File: src/rtl/dbg_trig_pkg.sv
package dbg_trig_pkg;

    localparam int ADDR_W = 24;
    localparam int DATA_W = 32;
    localparam int CODE_W = 8;
    localparam int MODE_W = 2;

    typedef logic [ADDR_W-1:0] addr_t;
    typedef logic [CODE_W-1:0] code_t;
    typedef logic [DATA_W-1:0] data_t;

    typedef enum logic [MODE_W-1:0] {
        AM_OFF     = 2'b00,
        AM_EQUAL   = 2'b01,
        AM_INSIDE  = 2'b10,
        AM_OUTSIDE = 2'b11
    } addr_mode_e;

    localparam code_t CODE_MODE    = 8'h07;
    localparam code_t CODE_PC_BP   = 8'h08;
    localparam code_t CODE_PC_MASK = 8'h09;
    localparam code_t CODE_HI      = 8'h0C;
    localparam code_t CODE_LO      = 8'h0D;

    typedef struct packed {
        addr_mode_e mode;
        addr_t      lo;
        addr_t      hi;
    } win_cfg_t;

    typedef struct packed {
        addr_t pc_bp;
        addr_t pc_mask;
        logic  armed;
    } pc_cfg_t;

    // keep the address field of a write word, dropping the upper byte
    function automatic addr_t keep_addr(input data_t d);
        data_t m;
        m = d & {{(DATA_W-ADDR_W){1'b0}}, {ADDR_W{1'b1}}};
        return m[ADDR_W-1:0];
    endfunction

    function automatic logic window_hit(input addr_mode_e mode, input addr_t a,
                                        input addr_t lo, input addr_t hi);
        logic in_win;
        in_win = (a >= lo) && (a <= hi);
        case (mode)
            AM_EQUAL:   return a == lo;
            AM_INSIDE:  return in_win;
            AM_OUTSIDE: return !in_win;
            default:    return 1'b0;
        endcase
    endfunction

    function automatic logic masked_eq(input addr_t v, input addr_t bp, input addr_t mask);
        return ((v ^ bp) & ~mask) == '0;
    endfunction

endpackage

File: src/rtl/dbg_trig_regs.sv
module dbg_trig_regs
    import dbg_trig_pkg::*;
(
    input  logic     clk,
    input  logic     rst,
    input  logic     wr_en,
    input  code_t    wr_code,
    input  data_t    wr_data,
    output win_cfg_t win_cfg,
    output pc_cfg_t  pc_cfg
);

    win_cfg_t win_q;
    addr_t    bp_q;
    addr_t    mask_q;
    logic     bp_seen_q;
    logic     mask_seen_q;
    addr_t    wr_addr;

    assign wr_addr = keep_addr(wr_data);

    always_ff @(posedge clk) begin
        if (rst) begin
            win_q.mode  <= AM_OFF;
            win_q.lo    <= '0;
            win_q.hi    <= '0;
            bp_q        <= '0;
            mask_q      <= '0;
            bp_seen_q   <= 1'b0;
            mask_seen_q <= 1'b0;
        end else if (wr_en) begin
            case (wr_code)
                CODE_MODE:    win_q.mode <= addr_mode_e'(wr_data[MODE_W-1:0]);
                CODE_HI:      win_q.hi   <= wr_addr;
                CODE_LO:      win_q.lo   <= wr_addr;
                CODE_PC_BP: begin
                    bp_q      <= wr_addr;
                    bp_seen_q <= 1'b1;
                end
                CODE_PC_MASK: begin
                    mask_q      <= wr_addr;
                    mask_seen_q <= 1'b1;
                end
                default: ;
            endcase
        end
    end

    assign win_cfg        = win_q;
    assign pc_cfg.pc_bp   = bp_q;
    assign pc_cfg.pc_mask = mask_q;
    assign pc_cfg.armed   = bp_seen_q && mask_seen_q;


    mode_wr_chk: assert property (@(posedge clk) disable iff (rst)
        (wr_en && wr_code == CODE_MODE) |=> (win_cfg.mode == addr_mode_e'($past(wr_data[1:0]))));


    foreign_code_chk: assert property (@(posedge clk) disable iff (rst)
        (wr_en && wr_code != CODE_MODE && wr_code != CODE_HI && wr_code != CODE_LO
         && wr_code != CODE_PC_BP && wr_code != CODE_PC_MASK) |=> $stable(win_cfg));

endmodule

File: src/rtl/dbg_addr_cmp.sv
module dbg_addr_cmp
    import dbg_trig_pkg::*;
(
    input  logic     clk,
    input  logic     rst,
    input  win_cfg_t cfg,
    input  logic     bus_valid,
    input  addr_t    bus_addr,
    output logic     addr_trig
);

    logic hit;
    logic trig_q;

    assign hit = bus_valid && window_hit(cfg.mode, bus_addr, cfg.lo, cfg.hi);

    always_ff @(posedge clk) begin
        if (rst) trig_q <= 1'b0;
        else     trig_q <= hit;
    end

    assign addr_trig = trig_q;


    addr_needs_valid_chk: assert property (@(posedge clk) disable iff (rst)
        $rose(addr_trig) |-> $past(bus_valid));


    addr_off_quiet_chk: assert property (@(posedge clk) disable iff (rst)
        (cfg.mode == AM_OFF) |=> !addr_trig);


    addr_equal_fire_chk: assert property (@(posedge clk) disable iff (rst)
        (bus_valid && cfg.mode == AM_EQUAL && bus_addr == cfg.lo) |=> addr_trig);


    addr_pulse_drop_chk: assert property (@(posedge clk) disable iff (rst)
        !bus_valid |=> !addr_trig);

endmodule

File: src/rtl/dbg_pc_cmp.sv
module dbg_pc_cmp
    import dbg_trig_pkg::*;
(
    input  logic    clk,
    input  logic    rst,
    input  pc_cfg_t cfg,
    input  logic    pc_valid,
    input  addr_t   pc_value,
    output logic    pc_trig
);

    logic hit;
    logic trig_q;

    assign hit = pc_valid && cfg.armed && masked_eq(pc_value, cfg.pc_bp, cfg.pc_mask);

    always_ff @(posedge clk) begin
        if (rst) trig_q <= 1'b0;
        else     trig_q <= hit;
    end

    assign pc_trig = trig_q;


    pc_armed_chk: assert property (@(posedge clk) disable iff (rst)
        !cfg.armed |=> !pc_trig);


    pc_masked_fire_chk: assert property (@(posedge clk) disable iff (rst)
        (pc_valid && cfg.armed && (((pc_value ^ cfg.pc_bp) & ~cfg.pc_mask) == '0)) |=> pc_trig);


    pc_needs_valid_chk: assert property (@(posedge clk) disable iff (rst)
        !pc_valid |=> !pc_trig);

endmodule

File: src/rtl/dbg_trig_top.sv
module dbg_trig_top
    import dbg_trig_pkg::*;
(
    input  logic        clk,
    input  logic        rst,
    input  logic        wr_en,
    input  logic [7:0]  wr_code,
    input  logic [31:0] wr_data,
    input  logic        bus_valid,
    input  logic [23:0] bus_addr,
    input  logic        pc_valid,
    input  logic [23:0] pc_value,
    output logic        addr_trig,
    output logic        pc_trig
);

    win_cfg_t win_cfg;
    pc_cfg_t  pc_cfg;

    dbg_trig_regs u_regs (
        .clk     (clk),
        .rst     (rst),
        .wr_en   (wr_en),
        .wr_code (wr_code),
        .wr_data (wr_data),
        .win_cfg (win_cfg),
        .pc_cfg  (pc_cfg)
    );

    dbg_addr_cmp u_addr_cmp (
        .clk       (clk),
        .rst       (rst),
        .cfg       (win_cfg),
        .bus_valid (bus_valid),
        .bus_addr  (bus_addr),
        .addr_trig (addr_trig)
    );

    dbg_pc_cmp u_pc_cmp (
        .clk      (clk),
        .rst      (rst),
        .cfg      (pc_cfg),
        .pc_valid (pc_valid),
        .pc_value (pc_value),
        .pc_trig  (pc_trig)
    );

endmodule

File: config.mk
export PLATFORM = sky130hd
export DESIGN_NAME = dbg_trig_top
export DESIGN_NICKNAME = d
export VERILOG_FILES = /design/src/rtl/dbg_trig_pkg.sv /design/src/rtl/dbg_trig_regs.sv /design/src/rtl/dbg_addr_cmp.sv /design/src/rtl/dbg_pc_cmp.sv /design/src/rtl/dbg_trig_top.sv
export SDC_FILE = /design/constraint.sdc
export NUM_CORES = 1
export LEC_CHECK = 0
export BUFFER_PORTS_ARGS = -buffer_cell sky130_fd_sc_hd__buf_2
export CORE_MARGIN = 2
export CORE_UTILIZATION = 35
export DETAILED_ROUTE_END_ITERATION = 12
export GPL_TIMING_DRIVEN = 1
export PLACE_DENSITY = 0.58
export RECOVER_POWER = 25
export REMOVE_ABC_BUFFERS = 1
export SKIP_CTS_REPAIR_TIMING = 1
export SLEW_MARGIN = 20
export SYNTH_ARGS = -nofsm -noshare
export SYNTH_HDL_FRONTEND = slang
export SYNTH_SLANG_ARGS = --single-unit
File: constraint.sdc
create_clock -name clk -period 3 [get_ports clk]
set_clock_uncertainty 0.2 [all_clocks]
set_input_delay 0.15 -clock clk [delete_from_list [all_inputs] [get_ports clk]]
set_output_delay 0.15 -clock clk [all_outputs]
set_load 0.01 [all_outputs]
==> results of run 1 <==
## sequential cells by signal, summed over array words and instances, names as in the netlist
signal                count
u_regs.mask_q            24
u_addr_cmp.addr_trig      1
u_regs.bp_q              24
u_pc_cmp.pc_trig          1
u_regs.win_cfg           50
u_regs.bp_seen_q          1
u_regs.mask_seen_q        1
## worst reg2reg max path, stage by stage, from the launching register on
cell	delay, ns
sky130_fd_sc_hd__dfxtp_1	0.34
sky130_fd_sc_hd__inv_1	0.05
sky130_fd_sc_hd__ha_1	0.31
sky130_fd_sc_hd__a21oi_1	0.15
sky130_fd_sc_hd__o21ai_0	0.15
sky130_fd_sc_hd__a2111oi_0	0.49
sky130_fd_sc_hd__a31oi_1	0.15
sky130_fd_sc_hd__o22ai_1	0.23
sky130_fd_sc_hd__mux2i_1	0.20
## how the worst max path moves through the flow
stage          slack (ns)  depth (start not counted)                    to
5_1_grt              0.37                          8    u_regs.win_cfg[40]
4_1_cts              0.73                          8  u_addr_cmp.addr_trig
6_report             0.53                          8    u_regs.win_cfg[34]
3_3_place_gp         0.53                          8     u_regs.mask_q[11]
2_1_floorplan       -1.40                          5     u_regs.win_cfg[0]
3_5_place_dp         0.47                          8      u_regs.mask_q[4]
## stage by stage
stage                     power [mW]  area, um^2
after floorplan                 1.48        5050
after global placement          1.61        5790
after detailed placement        1.62        5790
after CTS                       2.77        6090
after global routing            2.88        6330
final                           2.76        6330
## routing by layer
layer  vias to the layer above  track usage, %  part of all wire, %
li1                       2187               -                    -
met1                      1971            20.4                   47
met4                         0            4.44                  1.1
met5                         -               0                    0
met2                        74            27.9                   48
met3                        11            3.70                  3.7
## cell usage in the layout (no fill, tap or decap), types with 12 or more instances in the layout
master | synthesis | routed
sky130_fd_sc_hd__dlygate4sd3_1 | 0 | 27
sky130_fd_sc_hd__dfxtp_1 | 102 | 102
sky130_fd_sc_hd__inv_1 | 49 | 49
sky130_fd_sc_hd__buf_2 | 3 | 84
sky130_fd_sc_hd__nor2_1 | 85 | 85
sky130_fd_sc_hd__nand2_1 | 58 | 58
sky130_fd_sc_hd__ha_1 | 48 | 48
sky130_fd_sc_hd__o22ai_1 | 12 | 12
sky130_fd_sc_hd__xnor2_1 | 24 | 24
sky130_fd_sc_hd__mux2i_1 | 75 | 75
sky130_fd_sc_hd__a21oi_1 | 41 | 41
## kinds of logic after synthesis
| kind of cell | synth area share (%) |
|---|---|
| simple gates | 15.5 |
| compound gates | 8.91 |
| flops | 39.4 |
| mux | 14.5 |
| xor+xnor | 4.06 |
| fa+ha+maj | 11.6 |
| buf+inv | 6.08 |
## layout make-up
cell class                 instances  area, um^2  area share, %
clock buffer                      11         233           3.67
multi-input combinational        406        2830           44.6
inverter                          49         184           2.90
sequential                       102        2040           32.2
timing repair buffer             120         757           12.0
tap                              184         230           3.63
clock inverter                     5        60.1          0.948
## power groups by stage
| stage | Combinational, mW | Clock [mW] | Sequential (mW) |
|---|---|---|---|
| 3_5_place_dp | 0.233 | 0 | 1.39 |
| 4_1_cts | 0.234 | 1.18 | 1.36 |
| 2_1_floorplan | 0.0939 | 0 | 1.39 |
| 5_1_grt | 0.288 | 1.23 | 1.36 |
| 3_3_place_gp | 0.224 | 0 | 1.39 |
| 6_report | 0.257 | 1.15 | 1.36 |
==> tab_implementation.tex, run 1 <==
\begin{tabular}{lr}
\hline
Metric & Value \\
\hline
\multicolumn{2}{l}{\textbf{Status}} \\
Outcome & complete, no violations \\
\multicolumn{2}{l}{\textbf{Global route}} \\
Overflow left after global routing & 0 \\
First-pass GRT wire length & 20400 um \\
Antenna violations before repair & 0 \\
Number of global-route vias before repair & 4197 \\
Total global routing track utilization & 16.2\% \\
Largest net degree at the start of global routing & 71 \\
\multicolumn{2}{l}{\textbf{Yosys}} \\
Most instantiated library cell after synthesis & sky130\_fd\_sc\_hd\_\_dfxtp\_1 \\
Ys Warns & 0 \\
Library cell with the largest summed area after synthesis & sky130\_fd\_sc\_hd\_\_dfxtp\_1 \\
Leading post-synthesis cells by instance count & sky130\_fd\_sc\_hd\_\_dfxtp\_1, sky130\_fd\_sc\_hd\_\_nor2\_1, sky130\_fd\_sc\_hd\_\_mux2i\_1, sky130\_fd\_sc\_hd\_\_nand2\_1, sky130\_fd\_sc\_hd\_\_inv\_1 \\
Flop and latch count out of synthesis & 102 \\
Post-synth EDFFs & 0 \\
Most area-consuming cells after synthesis & sky130\_fd\_sc\_hd\_\_dfxtp\_1, sky130\_fd\_sc\_hd\_\_mux2i\_1, sky130\_fd\_sc\_hd\_\_ha\_1 \\
Number of distinct library cells after synthesis & 46 \\
Average footprint of a synthesized cell & 8.92 um\^{}2 \\
Most used DFF post-synth & sky130\_fd\_sc\_hd\_\_dfxtp\_1 \\
Number of instances in the synthesized netlist & 581 \\
Async S/R FF share, synth & 0\% \\
Sequential share of the synthesized area & 39.4\% \\
Synth top area share & 39.4\% \\
Cell Area, Synth & 5180 um\^{}2 \\
\multicolumn{2}{l}{\textbf{Setup path}} \\
Kind of end point of the critical path & register \\
Largest fanout on the critical path & 24 \\
Category of the critical setup timing path & in2reg \\
Worst setup slack for register-to-register paths & 0.67 ns \\
Cell chain of the critical path & buf\_2 -> nand2b\_1 -> or4\_1 -> or3b\_1 -> nor2\_2 -> clkbuf\_2 -> mux2i\_1 -> nor2\_1 \\
Signal arrival time at the worst endpoint & 2.47 ns \\
Crit path buffers/inverters & 2 \\
Startpoint of the worst register-to-register path & u\_regs.win\_cfg[31] \\
Cell with the largest stage delay on the worst path & sky130\_fd\_sc\_hd\_\_clkbuf\_2 \\
Max stage delay on crit path & 0.72 ns \\
R2r worst-path depth & 8 \\
Launch point of the worst path & wr\_code[6] \\
Endpoint of the worst register-to-register path & u\_addr\_cmp.addr\_trig \\
Delay-heaviest family, CP & simple AND/OR/NAND/NOR gates \\
Kind of start point of the critical path & input port \\
Required time of the worst setup path & 3.00 ns \\
\multicolumn{2}{l}{\textbf{Drt}} \\
Initial DRC Count & 191 \\
Post-route antenna net violation count & 0 \\
Number of vias per cell after detailed routing & 4.84 \\
Overall routed net length & 12700 um \\
Vias after detailed routing & 4243 \\
Pre-Repair DR Iteration Count & 4 \\
Post-DR wirelength/cell & 14.5 um \\
Post-route DRC & 0 \\
\multicolumn{2}{l}{\textbf{Power and ir drop}} \\
Switching pwr & 0.634 mW \\
VDD IR-drop max & 0.000276 V \\
Switching fraction of total power & 23.0\% \\
Combinational share of power & 9.3\% \\
Share of power burned in the clock network & 41.6\% \\
Leak & 2.46 nW \\
Seq pwr share & 49.1\% \\
Cell internal power dissipation & 2.13 mW \\
Pwr dens & 436 nW/um\^{}2 \\
\multicolumn{2}{l}{\textbf{Floorplanning}} \\
Core outline area & 14500 um\^{}2 \\
I/O Pins & 95 \\
Starting density of the core & 35.8\% \\
Overall die height & 126 um \\
Die X-Extent & 126 um \\
Number of placement rows & 44 \\
Die Area & 15800 um\^{}2 \\
\multicolumn{2}{l}{\textbf{Cells and area}} \\
P\&R area growth vs syn & 22.2\% \\
Non-Filler Instances & 877 \\
NumNets Final & 829 \\
Number of antenna repair diodes & 0 \\
Number of inserted filler cells in the final layout & 1420 \\
Fraction of final layout cells with drive strength greater than 1 & 15.4\% \\
Post-layout utilization of the core & 43.7\% \\
\multicolumn{2}{l}{\textbf{Timing}} \\
Number of hold violations in the final report & 0 \\
Total negative slack for setup checks & 0 ns \\
Period utilisation layout & 82.4\% \\
Final Worst Setup Slack & 0.527 ns \\
Final period demand of the worst path & 2.47 ns \\
Rel. slew slack & 38.0\% \\
Endpoints failing setup & 0 \\
Max frequency & 404 MHz \\
Fin. max-slew vios & 0 \\
Unrepaired setup endpoints after global routing & false \\
Hold\_ws & 0.0880 ns \\
Transition time of the tightest slew-check pin & 0.930 ns \\
\multicolumn{2}{l}{\textbf{Hold path}} \\
Worst Hold Endpoint & u\_regs.mask\_q[14] \\
Type of the most critical hold path & in2reg \\
Startpoint of the most critical hold path & rst \\
Number of cells on the worst hold path & 2 \\
\multicolumn{2}{l}{\textbf{CTS}} \\
Num CTS Buffers & 9 \\
H-tree depth & 3 \\
CTS tree & built \\
Maximum clock insertion buffer count & 2 \\
Root buffer cell & sky130\_fd\_sc\_hd\_\_clkbuf\_16 \\
CTS clock-pin slew for the worst setup and hold paths & 0.07 ns \\
Number of sinks on the clock net & 102 \\
Source-to-sink clock delay at the later pin of the worst-skew pair & 0.34 ns \\
\multicolumn{2}{l}{\textbf{Place}} \\
Pre-CTS worst setup slack & 0.467 ns \\
Detailed-placement wirelength estimate & 9510 um \\
Port buffer count & 86 \\
Number of placed cells counting well taps & 834 \\
RD Place Congestion & 0.915 \\
\multicolumn{2}{l}{\textbf{Job}} \\
Max-cap violations & 0 \\
\hline
\end{tabular}
Power figures use the tool's default switching activity.
==> run 2: changes to the inputs <==
Settings changed: PLACE_DENSITY 0.58 to 0.6.
Clock period 3 ns to 2.15 ns, I/O delays scaled along.
==> run 2 against run 1 <==
The run now ends with hold timing left; combinational power is 62% higher; core utilization grew 3.8 points; cell area increased by 8.8%; total power up 51%; die area stayed put; via count rose by 2.7%; critical endpoint is now u_addr_cmp.addr_trig; largest power group unchanged; highest routed layer unchanged.
==> tab_implementation.tex, run 2 (synthesized netlist as in run 1, its figures left out) <==
\begin{tabular}{lr}
\hline
Metric & Value \\
\hline
\multicolumn{2}{l}{\textbf{Status}} \\
Outcome & complete, but fails checks (was complete, no violations) \\
Violations in the final reports & hold timing \\
\multicolumn{2}{l}{\textbf{Power and ir drop}} \\
Pwr dens & 603 nW/um\^{}2 (was 436 nW/um\^{}2) \\
VDD IR-drop max & 0.000412 V (was 0.000276 V) \\
Leak & 2.73 nW (was 2.46 nW) \\
\multicolumn{2}{l}{\textbf{Timing}} \\
Unrepaired setup endpoints after global routing & true (was false) \\
Total negative slack for setup checks & 0 ns (unchanged) \\
Fin. max-slew vios & 0 (unchanged) \\
Final period demand of the worst path & 2.15 ns \\
Max frequency & 465 MHz \\
Rel. slew slack & 32.2\% (was 38.0\%) \\
Endpoints failing setup & 0 (unchanged) \\
Transition time of the tightest slew-check pin & 1.02 ns (was 0.930 ns) \\
Hold\_ws & -0.00796 ns (was 0.0880 ns) \\
Number of hold violations in the final report & 1 (was 0) \\
Period utilisation layout & 100\% \\
\multicolumn{2}{l}{\textbf{Setup path}} \\
Kind of start point of the critical path & register (was input port) \\
Kind of end point of the critical path & register (unchanged) \\
R2r worst-path depth & 9 (was 8) \\
Category of the critical setup timing path & reg2reg (was in2reg) \\
Largest fanout on the critical path & 3 (was 24) \\
Signal arrival time at the worst endpoint & 2.22 ns (was 2.47 ns) \\
Required time of the worst setup path & 2.22 ns (was 3.00 ns) \\
\multicolumn{2}{l}{\textbf{Drt}} \\
Overall routed net length & 13500 um (was 12700 um) \\
Vias after detailed routing & 4359 (was 4243) \\
Post-route antenna net violation count & 0 (unchanged) \\
Initial DRC Count & 162 (was 191) \\
Pre-Repair DR Iteration Count & 4 (unchanged) \\
Post-route DRC & 0 (unchanged) \\
Post-DR wirelength/cell & 14.9 um (was 14.5 um) \\
Number of vias per cell after detailed routing & 4.81 (was 4.84) \\
\multicolumn{2}{l}{\textbf{Floorplanning}} \\
Overall die height & 126 um (unchanged) \\
I/O Pins & 95 (unchanged) \\
Starting density of the core & 35.8\% (unchanged) \\
Core outline area & 14500 um\^{}2 (unchanged) \\
Die Area & 15800 um\^{}2 (unchanged) \\
Die X-Extent & 126 um (unchanged) \\
Number of placement rows & 44 (unchanged) \\
\multicolumn{2}{l}{\textbf{CTS}} \\
Num CTS Buffers & 9 (unchanged) \\
Maximum clock insertion buffer count & 2 (unchanged) \\
Number of sinks on the clock net & 102 (unchanged) \\
CTS clock-pin slew for the worst setup and hold paths & 0.07 ns (about the same) \\
Root buffer cell & sky130\_fd\_sc\_hd\_\_clkbuf\_16 (unchanged) \\
Source-to-sink clock delay at the later pin of the worst-skew pair & 0.34 ns (about the same) \\
CTS tree & built (unchanged) \\
H-tree depth & 3 (unchanged) \\
\multicolumn{2}{l}{\textbf{Place}} \\
Port buffer count & 86 (unchanged) \\
Number of placed cells counting well taps & 859 (was 834) \\
RD Place Congestion & 0.859 (was 0.915) \\
Detailed-placement wirelength estimate & 9620 um (was 9510 um) \\
\multicolumn{2}{l}{\textbf{Cells and area}} \\
Top library cells by usage in the layout, fill and taps aside & sky130\_fd\_sc\_hd\_\_dfxtp\_1, sky130\_fd\_sc\_hd\_\_nor2\_1, sky130\_fd\_sc\_hd\_\_buf\_2 (unchanged) \\
Leading cell type in the layout, fill and taps excluded & sky130\_fd\_sc\_hd\_\_dfxtp\_1 (unchanged) \\
Fraction of final layout cells with drive strength greater than 1 & 24.6\% (was 15.4\%) \\
NumNets Final & 860 (was 829) \\
Non-Filler Instances & 907 (was 877) \\
Number of antenna repair diodes & 0 (unchanged) \\
Max FFs per register & 50 (unchanged) \\
P\&R area growth vs syn & 33.0\% (was 22.2\%) \\
\multicolumn{2}{l}{\textbf{Global route}} \\
Number of global-route vias before repair & 4199 (was 4197) \\
Antenna violations before repair & 0 (unchanged) \\
Largest net degree at the start of global routing & 101 (was 71) \\
Overflow left after global routing & 0 (unchanged) \\
Total global routing track utilization & 16.4\% (was 16.2\%) \\
First-pass GRT wire length & 20600 um (was 20400 um) \\
\multicolumn{2}{l}{\textbf{Hold path}} \\
Number of cells on the worst hold path & 5 (was 2) \\
Type of the most critical hold path & in2reg (unchanged) \\
\multicolumn{2}{l}{\textbf{Job}} \\
Max-cap violations & 0 (unchanged) \\
\hline
\end{tabular}
## run 2: critical path: stages, from the launching register on
cell and delay [ns]:
sky130_fd_sc_hd__dfxtp_2 0.34, sky130_fd_sc_hd__inv_2 0.05, sky130_fd_sc_hd__ha_4 0.26, sky130_fd_sc_hd__nand4_1 0.13, sky130_fd_sc_hd__buf_4 0.17, sky130_fd_sc_hd__nor4_4 0.33
sky130_fd_sc_hd__buf_4 0.17, sky130_fd_sc_hd__and2_4 0.13, sky130_fd_sc_hd__o2111ai_2 0.13, sky130_fd_sc_hd__mux2i_1 0.17
## run 2: where the power goes
group / switching (mW) / leakage, nW / total [mW] / internal (mW)
Clock: 0.687 / 0.166 / 1.85 / 1.16
Combinational: 0.207 / 1.74 / 0.416 / 0.209
Sequential: 0.00133 / 0.827 / 1.89 / 1.89
Total: 0.896 / 2.73 / 4.16 / 3.26
## run 2: area by class of cell
| cell class | count | area, um^2 |
|---|---|---|
| clock buffers | 11 | 243 |
| fillers | 1397 | 7590 |
| well taps | 184 | 230 |
| clock inverters | 4 | 95.1 |
| inverters | 49 | 184 |
| multi-input cells | 406 | 3040 |
| flip-flops and latches | 102 | 2060 |
| repair buffers | 151 | 1040 |
## run 2: routing by layer
metal | global-route usage [%] | wire length, um
met4 | 5.49 | 297
met1 | 20.9 | 6190
met2 | 27.6 | 6430
met5 | 0 | 0
met3 | 3.44 | 580
## run 2: path summary, 6_finish.rpt
path	startpoint	end	slack, ns
max	u_regs.win_cfg[31]	u_addr_cmp.addr_trig	0.0002
min	pc_valid	u_pc_cmp.pc_trig	-0.008
max reg2reg	u_regs.win_cfg[31]	u_addr_cmp.addr_trig	0.0002
min reg2reg	u_regs.bp_q[7]	u_regs.bp_q[7]	0.27
## run 2: per-stage QoR
step           util (%)  hold slack, ns  total power, mW  setup slack (ns)  instance area [um^2]
2_1_floorplan         -         -0.0234             2.07             -2.21                  5050
5_1_grt            47.6          0.0197             4.32           -0.0541                  6890
3_5_place_dp       41.5           0.193             2.28            -0.272                  6010
6_report           47.6        -0.00796             4.16          0.000199                  6890
4_1_cts            43.8          -0.169             4.13           -0.0514                  6340
3_3_place_gp       41.5           0.185             2.28            -0.205                  6010
==> run 3: changes to the inputs <==
Settings changed: CTS_BUF_LIST from default to sky130_fd_sc_hd__clkbuf_4 sky130_fd_sc_hd__clkbuf_8.
==> run 3 against run 2 <==
The run still ends with hold timing left; sequential share of layout area grew 0.82 points; maximum frequency rose by 2.8%; critical path depth decreased by 1; global-route usage fell by 0.078 points; wire length fell by 4.5%; die area unchanged; hold slack worse by 0.010 ns; total power shrank 9.8%; cell area shrank 2.7%; critical path type unchanged; critical endpoint unchanged.
==> tab_implementation.tex, run 3 (synthesized netlist as in run 1, its figures left out) <==
\begin{tabular}{lr}
\hline
Metric & Value \\
\hline
\multicolumn{2}{l}{\textbf{Power and ir drop}} \\
VDD IR-drop max & 0.000414 V (was 0.000412 V) \\
Leak & 2.65 nW (was 2.73 nW) \\
Pwr dens & 560 nW/um\^{}2 (was 603 nW/um\^{}2) \\
Power after layout & 3.75 mW (was 4.16 mW) \\
\multicolumn{2}{l}{\textbf{Floorplanning}} \\
Starting density of the core & 35.8\% (unchanged) \\
Overall die height & 126 um (unchanged) \\
Die Area & 15800 um\^{}2 (unchanged) \\
Die X-Extent & 126 um (unchanged) \\
Number of placement rows & 44 (unchanged) \\
I/O Pins & 95 (unchanged) \\
Core outline area & 14500 um\^{}2 (unchanged) \\
\multicolumn{2}{l}{\textbf{CTS}} \\
Source-to-sink clock delay at the later pin of the worst-skew pair & 0.37 ns (was 0.34 ns) \\
CTS tree & built (unchanged) \\
Num CTS Buffers & 9 (unchanged) \\
Root buffer cell & sky130\_fd\_sc\_hd\_\_clkbuf\_8 (was sky130\_fd\_sc\_hd\_\_clkbuf\_16) \\
H-tree depth & 3 (unchanged) \\
Number of sinks on the clock net & 102 (unchanged) \\
Maximum clock insertion buffer count & 2 (unchanged) \\
CTS clock-pin slew for the worst setup and hold paths & 0.10 ns (was 0.07 ns) \\
\multicolumn{2}{l}{\textbf{Setup path}} \\
Cell with the largest stage delay on the worst path & sky130\_fd\_sc\_hd\_\_a2111o\_1 (was sky130\_fd\_sc\_hd\_\_dfxtp\_2) \\
Crit path buffers/inverters & 2 (was 3) \\
Delay-heaviest family, CP & compound AO/OA/AOI/OAI gates (was simple AND/OR/NAND/NOR gates) \\
Kind of start point of the critical path & register (unchanged) \\
Largest fanout on the critical path & 3 (unchanged) \\
R2r worst-path depth & 8 (was 9) \\
Signal arrival time at the worst endpoint & 2.15 ns (was 2.22 ns) \\
Max stage delay on crit path & 0.39 ns (was 0.34 ns) \\
Required time of the worst setup path & 2.21 ns (was 2.22 ns) \\
Kind of end point of the critical path & register (unchanged) \\
Category of the critical setup timing path & reg2reg (unchanged) \\
Startpoint of the worst register-to-register path & u\_regs.win\_cfg[37] (was u\_regs.win\_cfg[31]) \\
Worst setup slack for register-to-register paths & 0.06 ns (was 0.0002 ns) \\
Endpoint of the worst register-to-register path & u\_addr\_cmp.addr\_trig (unchanged) \\
Launch point of the worst path & u\_regs.win\_cfg[37] (was u\_regs.win\_cfg[31]) \\
Cell chain of the critical path & inv\_2 -> ha\_4 -> nand4\_1 -> buf\_4 -> a2111o\_1 -> a31oi\_2 -> o22ai\_2 -> mux2i\_1 (was inv\_2 -> ha\_4 -> nand4\_1 -> buf\_4 -> nor4\_4 -> buf\_4 -> and2\_4 -> o2111ai\_2 -> mux2i\_1) \\
\multicolumn{2}{l}{\textbf{Timing}} \\
Final period demand of the worst path & 2.09 ns (was 2.15 ns) \\
Transition time of the tightest slew-check pin & 1.00 ns (was 1.02 ns) \\
Max frequency & 478 MHz (was 465 MHz) \\
Endpoints failing setup & 0 (unchanged) \\
Rel. slew slack & 33.2\% (was 32.2\%) \\
Hold\_ws & -0.0183 ns (was -0.00796 ns) \\
Number of hold violations in the final report & 1 (unchanged) \\
Unrepaired setup endpoints after global routing & true (unchanged) \\
Fin. max-slew vios & 0 (unchanged) \\
Period utilisation layout & 97.2\% (was 100\%) \\
\multicolumn{2}{l}{\textbf{Drt}} \\
Vias after detailed routing & 4342 (was 4359) \\
Pre-Repair DR Iteration Count & 4 (unchanged) \\
Overall routed net length & 12900 um (was 13500 um) \\
Number of vias per cell after detailed routing & 4.79 (was 4.81) \\
Post-route antenna net violation count & 0 (unchanged) \\
Initial DRC Count & 168 (was 162) \\
Post-route DRC & 0 (unchanged) \\
Post-DR wirelength/cell & 14.2 um (was 14.9 um) \\
\multicolumn{2}{l}{\textbf{Cells and area}} \\
P\&R area growth vs syn & 29.3\% (was 33.0\%) \\
Max FFs per register & 50 (unchanged) \\
Top library cells by usage in the layout, fill and taps aside & sky130\_fd\_sc\_hd\_\_dfxtp\_1, sky130\_fd\_sc\_hd\_\_nor2\_1, sky130\_fd\_sc\_hd\_\_buf\_2 (unchanged) \\
Fraction of final layout cells with drive strength greater than 1 & 23.7\% (was 24.6\%) \\
NumNets Final & 859 (was 860) \\
Post-layout utilization of the core & 46.3\% (was 47.6\%) \\
Number of antenna repair diodes & 0 (unchanged) \\
Leading cell type in the layout, fill and taps excluded & sky130\_fd\_sc\_hd\_\_dfxtp\_1 (unchanged) \\
\multicolumn{2}{l}{\textbf{Global route}} \\
Overflow left after global routing & 0 (unchanged) \\
Largest net degree at the start of global routing & 101 (unchanged) \\
Number of global-route vias before repair & 4169 (was 4199) \\
Total global routing track utilization & 16.3\% (was 16.4\%) \\
First-pass GRT wire length & 20500 um (was 20600 um) \\
Antenna violations before repair & 0 (unchanged) \\
\multicolumn{2}{l}{\textbf{Hold path}} \\
Worst Hold Endpoint & u\_addr\_cmp.addr\_trig (was u\_pc\_cmp.pc\_trig) \\
Type of the most critical hold path & in2reg (unchanged) \\
Number of cells on the worst hold path & 4 (was 5) \\
Startpoint of the most critical hold path & rst (was pc\_valid) \\
\multicolumn{2}{l}{\textbf{Job}} \\
Max-cap violations & 0 (unchanged) \\
\multicolumn{2}{l}{\textbf{Status}} \\
Outcome & complete, but fails checks (unchanged) \\
Violations in the final reports & hold timing (unchanged) \\
\multicolumn{2}{l}{\textbf{Place}} \\
Detailed-placement wirelength estimate & 9620 um (unchanged) \\
RD Place Congestion & 0.859 (unchanged) \\
Port buffer count & 86 (unchanged) \\
\hline
\end{tabular}
==> run 3: cell count changes in the layout (fill, tap and decap cells not counted), moves of 2 or more <==
cell | previous run | this run
sky130_fd_sc_hd__dlygate4sd3_1 | 27 | 29
sky130_fd_sc_hd__ha_4 | 9 | 6
sky130_fd_sc_hd__clkbuf_8 | 1 | 10
sky130_fd_sc_hd__buf_6 | 2 | 0
sky130_fd_sc_hd__clkbuf_16 | 11 | 0
sky130_fd_sc_hd__ha_1 | 39 | 42
==> run 3: cell type report <==
type                    count  area [um^2]
fillers                  1409         7780
flip-flops and latches    102         2060
multi-input cells         406         2990
clock inverters             4         95.1
clock buffers              11          145
repair buffers            150         1000
well taps                 184          230
inverters                  49          184
==> run 3: worst max path at each step <==
stage	end	slack, ns	cells past startpoint
detailed placement	u_regs.mask_q[11]	-0.27	8
floorplan	u_regs.win_cfg[0]	-2.21	5
global placement	u_regs.mask_q[15]	-0.21	7
CTS	u_addr_cmp.addr_trig	-0.05	8
global route	u_addr_cmp.addr_trig	-0.01	8
finish	u_addr_cmp.addr_trig	0.06	8
==> run 3: report_power, final <==
part | switching, mW | internal [mW]
registers | 0.00131 | 1.89
logic | 0.205 | 0.208
clock network | 0.635 | 0.811
total | 0.842 | 2.91
==> run 3: routing by layer <==
metal  vias to the layer above  part of all wire, %  global-route usage (%)
li1                       2240                    -                       -
met1                      2013                   47                    20.9
met2                        76                   48                    27.6
met3                        13                  3.9                    3.31
met4                         0                  1.6                    5.16
met5                         -                    0                       0
==> run 3: through the flow <==
step / cell area (um^2) / TNS [ns] / cells / setup slack, ns
2_1_floorplan: 5050 / -78.12 / 557 / -2.21
3_3_place_gp: 6010 / -11.92 / 859 / -0.205
3_5_place_dp: 6010 / -16.22 / 859 / -0.272
4_1_cts: 6250 / -0.0513 / 874 / -0.0513
5_1_grt: 6700 / -0.0147 / 906 / -0.0147
6_report: 6700 / 0 / 906 / 0.0597
==> run 3: tightest hold or removal path, stage by stage <==
cell	delay, ns
sky130_fd_sc_hd__buf_2	0.11
sky130_fd_sc_hd__inv_1	0.12
sky130_fd_sc_hd__o2111ai_2	0.11
sky130_fd_sc_hd__mux2i_1	0.06
